===== config.mk =====
export PLATFORM = sky130hd
export DESIGN_NAME = dreq_blk_gen
export DESIGN_NICKNAME = d
export VERILOG_FILES = /design/src/rtl/dreq_pkg.sv /design/src/rtl/dreq_size_dec.sv /design/src/rtl/dreq_xfer_cnt.sv /design/src/rtl/dreq_blk_gen.sv
export SDC_FILE = /design/constraint.sdc
export NUM_CORES = 1
export LEC_CHECK = 0
export BUFFER_PORTS_ARGS = -buffer_cell sky130_fd_sc_hd__buf_2
export CAP_MARGIN = 25
export CORE_UTILIZATION = 30
export DETAILED_ROUTE_END_ITERATION = 10
export MAX_ROUTING_LAYER = met4
export PLACE_DENSITY = 0.48
export SYNTH_ARGS = -nofsm -noshare
export SYNTH_HDL_FRONTEND = slang
export SYNTH_SLANG_ARGS = --single-unit

===== constraint.sdc =====
create_clock -name clk_i -period 4.95 [get_ports clk_i]
set_clock_uncertainty 0.05 [all_clocks]
set_input_delay 0.495 -clock clk_i [delete_from_list [all_inputs] [get_ports clk_i]]
set_output_delay 0.495 -clock clk_i [all_outputs]
set_load 0.01 [all_outputs]

===== src/rtl/dreq_pkg.sv =====
package dreq_pkg;
  typedef enum logic [1:0] {
    XW_BYTE = 2'd0,
    XW_HALF = 2'd1,
    XW_WORD = 2'd2,
    XW_RSVD = 2'd3
  } xfer_width_e;

  // log2 of bytes per transfer; reserved code behaves as word
  function automatic int unsigned width_shift(xfer_width_e w);
    return (w == XW_RSVD) ? 2 : int'(w);
  endfunction
endpackage


===== src/rtl/dreq_size_dec.sv =====
module dreq_size_dec #(
  parameter int unsigned BLOCK_BYTES = 64,
  parameter int unsigned CNT_W       = 6
) (
  input  logic [1:0]       size_i,
  output logic [CNT_W-1:0] last_idx_o
);
  import dreq_pkg::*;

  always_comb begin
    last_idx_o = CNT_W'((BLOCK_BYTES >> width_shift(xfer_width_e'(size_i))) - 1);
  end
endmodule


===== src/rtl/dreq_xfer_cnt.sv =====
module dreq_xfer_cnt #(
  parameter int unsigned CNT_W = 6
) (
  input  logic             clk_i,
  input  logic             rst_ni,
  input  logic             clr_i,
  input  logic             pause_i,
  input  logic             adv_i,
  input  logic [CNT_W-1:0] last_idx_i,
  output logic [CNT_W-1:0] cnt_o,
  output logic             done_o
);
  logic [CNT_W-1:0] cnt_q;
  logic             done_q;

  always_ff @(posedge clk_i or negedge rst_ni) begin
    if (!rst_ni) begin
      cnt_q  <= '0;
      done_q <= 1'b0;
    end else if (clr_i) begin
      cnt_q  <= '0;
      done_q <= 1'b0;
    end else if (pause_i) begin
      done_q <= 1'b0;  // engine busy: re-arm, keep partial count
    end else if (adv_i) begin
      if (cnt_q >= last_idx_i) begin
        cnt_q  <= '0;
        done_q <= 1'b1;
      end else begin
        cnt_q <= cnt_q + 1'b1;
      end
    end
  end

  assign cnt_o  = cnt_q;
  assign done_o = done_q;
endmodule


===== src/rtl/dreq_blk_gen.sv =====
module dreq_blk_gen #(
  parameter int unsigned BLOCK_BITS = 512,
  localparam int unsigned BLOCK_BYTES = BLOCK_BITS / 8,
  localparam int unsigned CNT_W       = $clog2(BLOCK_BYTES)
) (
  input  logic       clk_i,
  input  logic       rst_ni,
  input  logic [1:0] size_i,
  input  logic       ready_i,
  input  logic       start_i,
  input  logic       ack_i,
  output logic       req_o
);
  logic [CNT_W-1:0] last_idx;
  logic [CNT_W-1:0] cnt_q;
  logic             done_q;
  logic             adv;

  dreq_size_dec #(
    .BLOCK_BYTES(BLOCK_BYTES),
    .CNT_W      (CNT_W)
  ) u_dec (
    .size_i    (size_i),
    .last_idx_o(last_idx)
  );

  assign adv = ack_i & req_o;

  dreq_xfer_cnt #(
    .CNT_W(CNT_W)
  ) u_cnt (
    .clk_i     (clk_i),
    .rst_ni    (rst_ni),
    .clr_i     (start_i),
    .pause_i   (~ready_i),
    .adv_i     (adv),
    .last_idx_i(last_idx),
    .cnt_o     (cnt_q),
    .done_o    (done_q)
  );

  assign req_o = ready_i & ~done_q;
endmodule


==> results.sh, run 1 <==
export IMPL_use_met2=0.194
export IMPL_seqCellArea_um2=175
export IMPL_crit_arrival_ns=2.18
export IMPL_synth_warnings=0
export IMPL_clock_fmax_ghz=0.482
export IMPL_post_cts_resized=0
export IMPL_ys_seq_area_frac=0.365
export IMPL_clkPwrFrac=0.408
export IMPL_post_drt_wl_per_cell_um=12.9
export IMPL_use_met1=0.173
export IMPL_critPathKind="reg2reg"
export IMPL_synthesis_instances=47
export IMPL_total_leakage_power_nw=0.258
export IMPL_post_cts_buffers=0
export IMPL_core_area_um2=1510
export IMPL_finalCriticalPeriod_ns=2.07
export IMPL_ir_drop_v=0.000154
export IMPL_fp_dieW_um=42.0
export IMPL_postRouteAntennaNets=0
export IMPL_hold_viol_final=0
export IMPL_syn_nets=58
export IMPL_grt_pass1_wl_um=1700
export IMPL_clk_latency_ns=0.25
export IMPL_fillers=158
export IMPL_post_synth_num_cell_types=26
export IMPL_core_rowCount=14
export IMPL_drive_above_1_share=0.298
export IMPL_async_flop_share=1.00
export IMPL_dr_total_vias=377
export IMPL_setup_viol=0
export IMPL_multi_input_area_um2=294
export IMPL_min_period_over_period=0.419
export IMPL_startpoint_type="register"
export IMPL_post_dp_cell_area_um2=532
export IMPL_drc=0
export IMPL_grt_usage=0.133
export IMPL_grt_antenna_before_repair=0
export IMPL_finalNetCount=69
export IMPL_syn_area_um2=480
export IMPL_rsz0062_at_grt="false"
export IMPL_initial_core_util=0.319
export IMPL_maxCapViolCount=0
export IMPL_intPower_mw=0.0955
export IMPL_ioPinCount=8
export IMPL_synth_main_ff_cell="dfrtp_1"
export IMPL_layout_common_cells="7 x buf_2, 7 x dfrtp_1, 5 x nand2_1"
export IMPL_area_growth_pct=16.1
export IMPL_grt_overflow=0
export IMPL_synth_edf_count=0
export IMPL_grt_max_degree=8
export IMPL_end_kind="register"
export IMPL_cts_sinks=7
export IMPL_portBuffers=7
export IMPL_cp_required_ns=5.05
export IMPL_swShare=0.242
export IMPL_syn_area_per_cell_um2=10.2
export IMPL_die_h_um=42.0
export IMPL_viasPerCell=5.16
export IMPL_synth_seq_cells=7
export IMPL_final_util=0.370
export IMPL_combPwrFrac=0.117
export IMPL_fin_setup_tns_ns=0
export IMPL_ctsHoldBuffers=0
export IMPL_diodes=0
export IMPL_fin_area_um2=558
export IMPL_cts_root_buf="clkbuf_4"
export IMPL_clock_path_buffers=2
export IMPL_whs_ns=0.0264
export IMPL_hpwl_um=722
export IMPL_grt_pass1_vias=371
export IMPL_hold_class="in2async"
export IMPL_powerDensity_nw_per_um2=226
export IMPL_seqPwrFrac=0.474
export IMPL_met3_usage=0.0647
export IMPL_cts_buffers_inserted=3
export IMPL_cts_tree="built"
export IMPL_finalWirelength_um=944
export IMPL_gp_congestion=0.700
export IMPL_p_switching_mw=0.0306
export IMPL_drtIter0Drc=11
export IMPL_dieArea_um2=1770
export IMPL_clk_pin_slew_ns=0.05
export IMPL_slew_viol_final=0
export IMPL_top_usage_layer="met2"
export IMPL_htreeDepth=1
export IMPL_drtPass1Iterations=4
export IMPL_outcome="finished, final reports clean"
export IMPL_crit_path_max_fanout=6
-- power by group through the flow --
stage          logic [mW]  clock network (mW)  registers [mW]
2_1_floorplan     0.00866                   0          0.0605
3_3_place_gp       0.0147                   0          0.0608
3_5_place_dp       0.0149                   0          0.0608
4_1_cts            0.0150              0.0546          0.0598
5_1_grt            0.0168              0.0585          0.0599
6_report           0.0148              0.0515          0.0598
-- cell usage after synthesis (all sizes together) (2+ instances only) --
library cell  instances  share of area
nand3                 5          0.063
dfrtp                 7           0.36
a21oi                 3          0.031
inv                   2          0.016
nand2                 5          0.039
o311ai                2          0.068
ha                    4           0.10
or2                   2          0.026
-- path summary, 6_finish.rpt --
kind                                            start                         end  slack (ns)  depth (start not counted)
min in group clk_i                            ready_i    u_cnt.done_o$_DFFE_PN0P_        0.46                          2
min                                            rst_ni  u_cnt.cnt_o[4]$_DFFE_PN0P_        0.03                          1
max reg2reg                u_cnt.cnt_o[3]$_DFFE_PN0P_  u_cnt.cnt_o[5]$_DFFE_PN0P_        2.88                          5
max                        u_cnt.cnt_o[3]$_DFFE_PN0P_  u_cnt.cnt_o[5]$_DFFE_PN0P_        2.88                          5
min reg2reg                u_cnt.cnt_o[1]$_DFFE_PN0P_  u_cnt.cnt_o[1]$_DFFE_PN0P_        0.51                          2
max in group asynchronous                      rst_ni    u_cnt.done_o$_DFFE_PN0P_        4.66                          1
-- metrics by stage --
stage	instances	setup slack, ns	power [mW]
2_1_floorplan	47	2.93	0.0692
3_3_place_gp	69	2.69	0.0756
3_5_place_dp	69	2.70	0.0757
4_1_cts	73	2.89	0.129
5_1_grt	73	2.73	0.135
6_report	73	2.88	0.126
-- kinds of logic (layout without fill, tap and decap cells) --
| family | count (synthesis) | count (layout) | synth area share |
|---|---|---|---|
| flip-flops | 7 | 7 | 0.365 |
| AO/OA/AOI/OAI | 13 | 13 | 0.263 |
| adder cells (fa/ha/maj) | 4 | 4 | 0.104 |
| buffers and inverters | 3 | 13 | 0.0234 |
| AND/OR/NAND/NOR | 19 | 19 | 0.237 |
| other | 1 | 1 | 0.00781 |
-- registers in the layout, summed over array words and instances, names as in the netlist --
register and flops:
u_cnt.done_o 1, u_cnt.cnt_o 6
-- metal layers --
metal  routed length (um)  vias up
li1                     -      195
met1                  482      172
met2                  418        8
met3                   33        2
met4                   10        0
met5                    0        -
-- area by class of cell --
cell class	count	area share
clock buffer	4	0.0471
multi-input combinational	37	0.527
tap	16	0.0359
inverter	2	0.0135
timing repair buffer	7	0.0628
sequential	7	0.314
-- critical path: stages, from the launching register on --
cell	delay, ns
dfrtp_1	0.45
ha_1	0.32
a311o_1	0.36
a211oi_4	0.36
nand3_2	0.17
o311ai_2	0.27
Power figures use the tool's default switching activity.
==> run 2, diff against run 1 <==
clock period = 2 ns   (was 4.95 ns; I/O delays follow)
==> run 2 against run 1 <==
Compared with the run above:
- worst setup slack lost 2.8 ns
- core utilization grew 2.8 points
- critical path depth is the same
- largest power group unchanged
- power grew to 2.5 times the previous value
- hold slack gained 0.13 ns
- cell area grew 7.6%
==> results.sh, run 2 (synthesis results as in run 1) <==
export IMPL_hpwl_um=737
export IMPL_finalWirelength_um=1050
export IMPL_hold_viol_final=0
export IMPL_fillers=161
export IMPL_ir_drop_v=0.000303
export IMPL_min_period_over_period=0.955
export IMPL_gp_congestion=0.699
export IMPL_clock_path_buffers=2
export IMPL_drtPass1Iterations=2
export IMPL_clock_fmax_ghz=0.523
export IMPL_maxCapViolCount=0
export IMPL_postRouteAntennaNets=0
export IMPL_htreeDepth=1
export IMPL_post_drt_wl_per_cell_um=13.4
export IMPL_drive_above_1_share=0.355
export IMPL_critPathKind="reg2reg"
export IMPL_viasPerCell=5.22
export IMPL_multi_input_area_um2=297
export IMPL_seqCellArea_um2=175
export IMPL_fin_setup_tns_ns=0
export IMPL_critical_path_max_stage_delay_ns=0.42
export IMPL_initial_core_util=0.319
export IMPL_area_growth_pct=25.0
export IMPL_crit_path_max_fanout=4
export IMPL_setup_viol=0
export IMPL_grt_pass1_wl_um=1590
export IMPL_die_h_um=42.0
export IMPL_largest_reg_flops=6
export IMPL_outcome="finished, final reports clean"
export IMPL_powerDensity_nw_per_um2=534
export IMPL_cp_num_cells=5
export IMPL_portBuffers=7
export IMPL_startpoint_type="register"
export IMPL_dieArea_um2=1770
export IMPL_crit_arrival_ns=2.01
export IMPL_ioPinCount=8
export IMPL_whs_ns=0.159
export IMPL_fp_dieW_um=42.0
export IMPL_core_rowCount=14
export IMPL_dr_total_vias=407
export IMPL_grt_max_degree=8
export IMPL_finalCriticalPeriod_ns=1.91
export IMPL_grt_usage=0.124
export IMPL_hold_class="in2reg"
export IMPL_cts_buffers_inserted=3
export IMPL_cp_num_buf_inv=0
export IMPL_grt_antenna_before_repair=0
export IMPL_drc=0
export IMPL_crit_family="compound AO/OA/AOI/OAI gates"
export IMPL_core_area_um2=1510
export IMPL_end_kind="register"
export IMPL_grt_pass1_vias=340
export IMPL_cts_root_buf="clkbuf_4"
export IMPL_crit_chain="ha_2 -> a311o_1 -> a211oi_4 -> nand3_2 -> o311ai_2"
export IMPL_layout_common_cells="7 x buf_2, 7 x dfrtp_1, 5 x nand2_1"
export IMPL_whs_path_depth=2
export IMPL_grt_overflow=0
export IMPL_drtIter0Drc=9
export IMPL_finalNetCount=74
export IMPL_clk_pin_slew_ns=0.05
export IMPL_cts_tree="built"
export IMPL_r2r_cells=5
export IMPL_cp_slowest_cell="dfrtp_1"
export IMPL_clk_latency_ns=0.25
export IMPL_cts_sinks=7
export IMPL_diodes=0
export IMPL_cp_required_ns=2.10
export IMPL_total_leakage_power_nw=0.280
export IMPL_rsz0062_at_grt="false"
export IMPL_slew_viol_final=0
[run 2: through the flow]
step | worst slack (ns) | instance area, um^2 | util | power (mW) | instances
6_report | 0.0897 | 601 | 0.399 | 0.321 | 78
5_1_grt | 0.00890 | 601 | 0.399 | 0.344 | 78
4_1_cts | 0.0714 | 583 | 0.387 | 0.327 | 76
3_5_place_dp | 0.0944 | 547 | 0.363 | 0.189 | 71
3_3_place_gp | 0.107 | 547 | 0.363 | 0.189 | 71
2_1_floorplan | 0.116 | 480 | - | 0.171 | 47
[run 2: area by class of cell]
| class | count | area share |
|---|---|---|
| Inverter | 2 | 0.0125 |
| Multi-Input combinational cell | 37 | 0.494 |
| Sequential cell | 7 | 0.292 |
| Tap cell | 16 | 0.0333 |
| Timing Repair Buffer | 12 | 0.125 |
| Clock buffer | 4 | 0.0438 |
[run 2: worst paths after layout]
path                                            startpoint                         end  slack [ns]
min in group asynchronous                           rst_ni  u_cnt.cnt_o[1]$_DFFE_PN0P_        0.26
worst max-delay path            u_cnt.cnt_o[0]$_DFFE_PN0P_  u_cnt.cnt_o[3]$_DFFE_PN0P_        0.09
worst max register to register  u_cnt.cnt_o[0]$_DFFE_PN0P_  u_cnt.cnt_o[3]$_DFFE_PN0P_        0.09
worst min register to register  u_cnt.cnt_o[1]$_DFFE_PN0P_  u_cnt.cnt_o[1]$_DFFE_PN0P_        0.52
max in group asynchronous                           rst_ni  u_cnt.cnt_o[5]$_DFFE_PN0P_        1.47
worst min-delay path                               start_i  u_cnt.cnt_o[1]$_DFFE_PN0P_        0.16
[run 2: worst reg2reg max path, cell delays in order, from the launching register on]
cell and delay (ns):
dfrtp_1 0.42, ha_2 0.23, a311o_1 0.37, a211oi_4 0.29, nand3_2 0.15, o311ai_2 0.29
[run 2: repair_timing]
action / 4_1_cts / 5_1_grt
setup endpoints to repair: 0 / 2
setup buffers: 0 / 2
hold buffers: 1 / 0
resized for setup: 0 / 1
endpoints found under the hold margin: 7 / 0
[run 2: layer usage]
layer / wire length [um] / global-route usage / vias up
li1: - / - / 205
met1: 490 / 0.164 / 193
met2: 509 / 0.184 / 9
met3: 50 / 0.0647 / 0
met4: 0 / 0 / 0
met5: 0 / - / -
[run 2: power breakdown]
part,switching [mW],internal (mW)
logic,0.0216,0.0201
clock network,0.0545,0.0763
registers,0.00383,0.145
total,0.0799,0.241
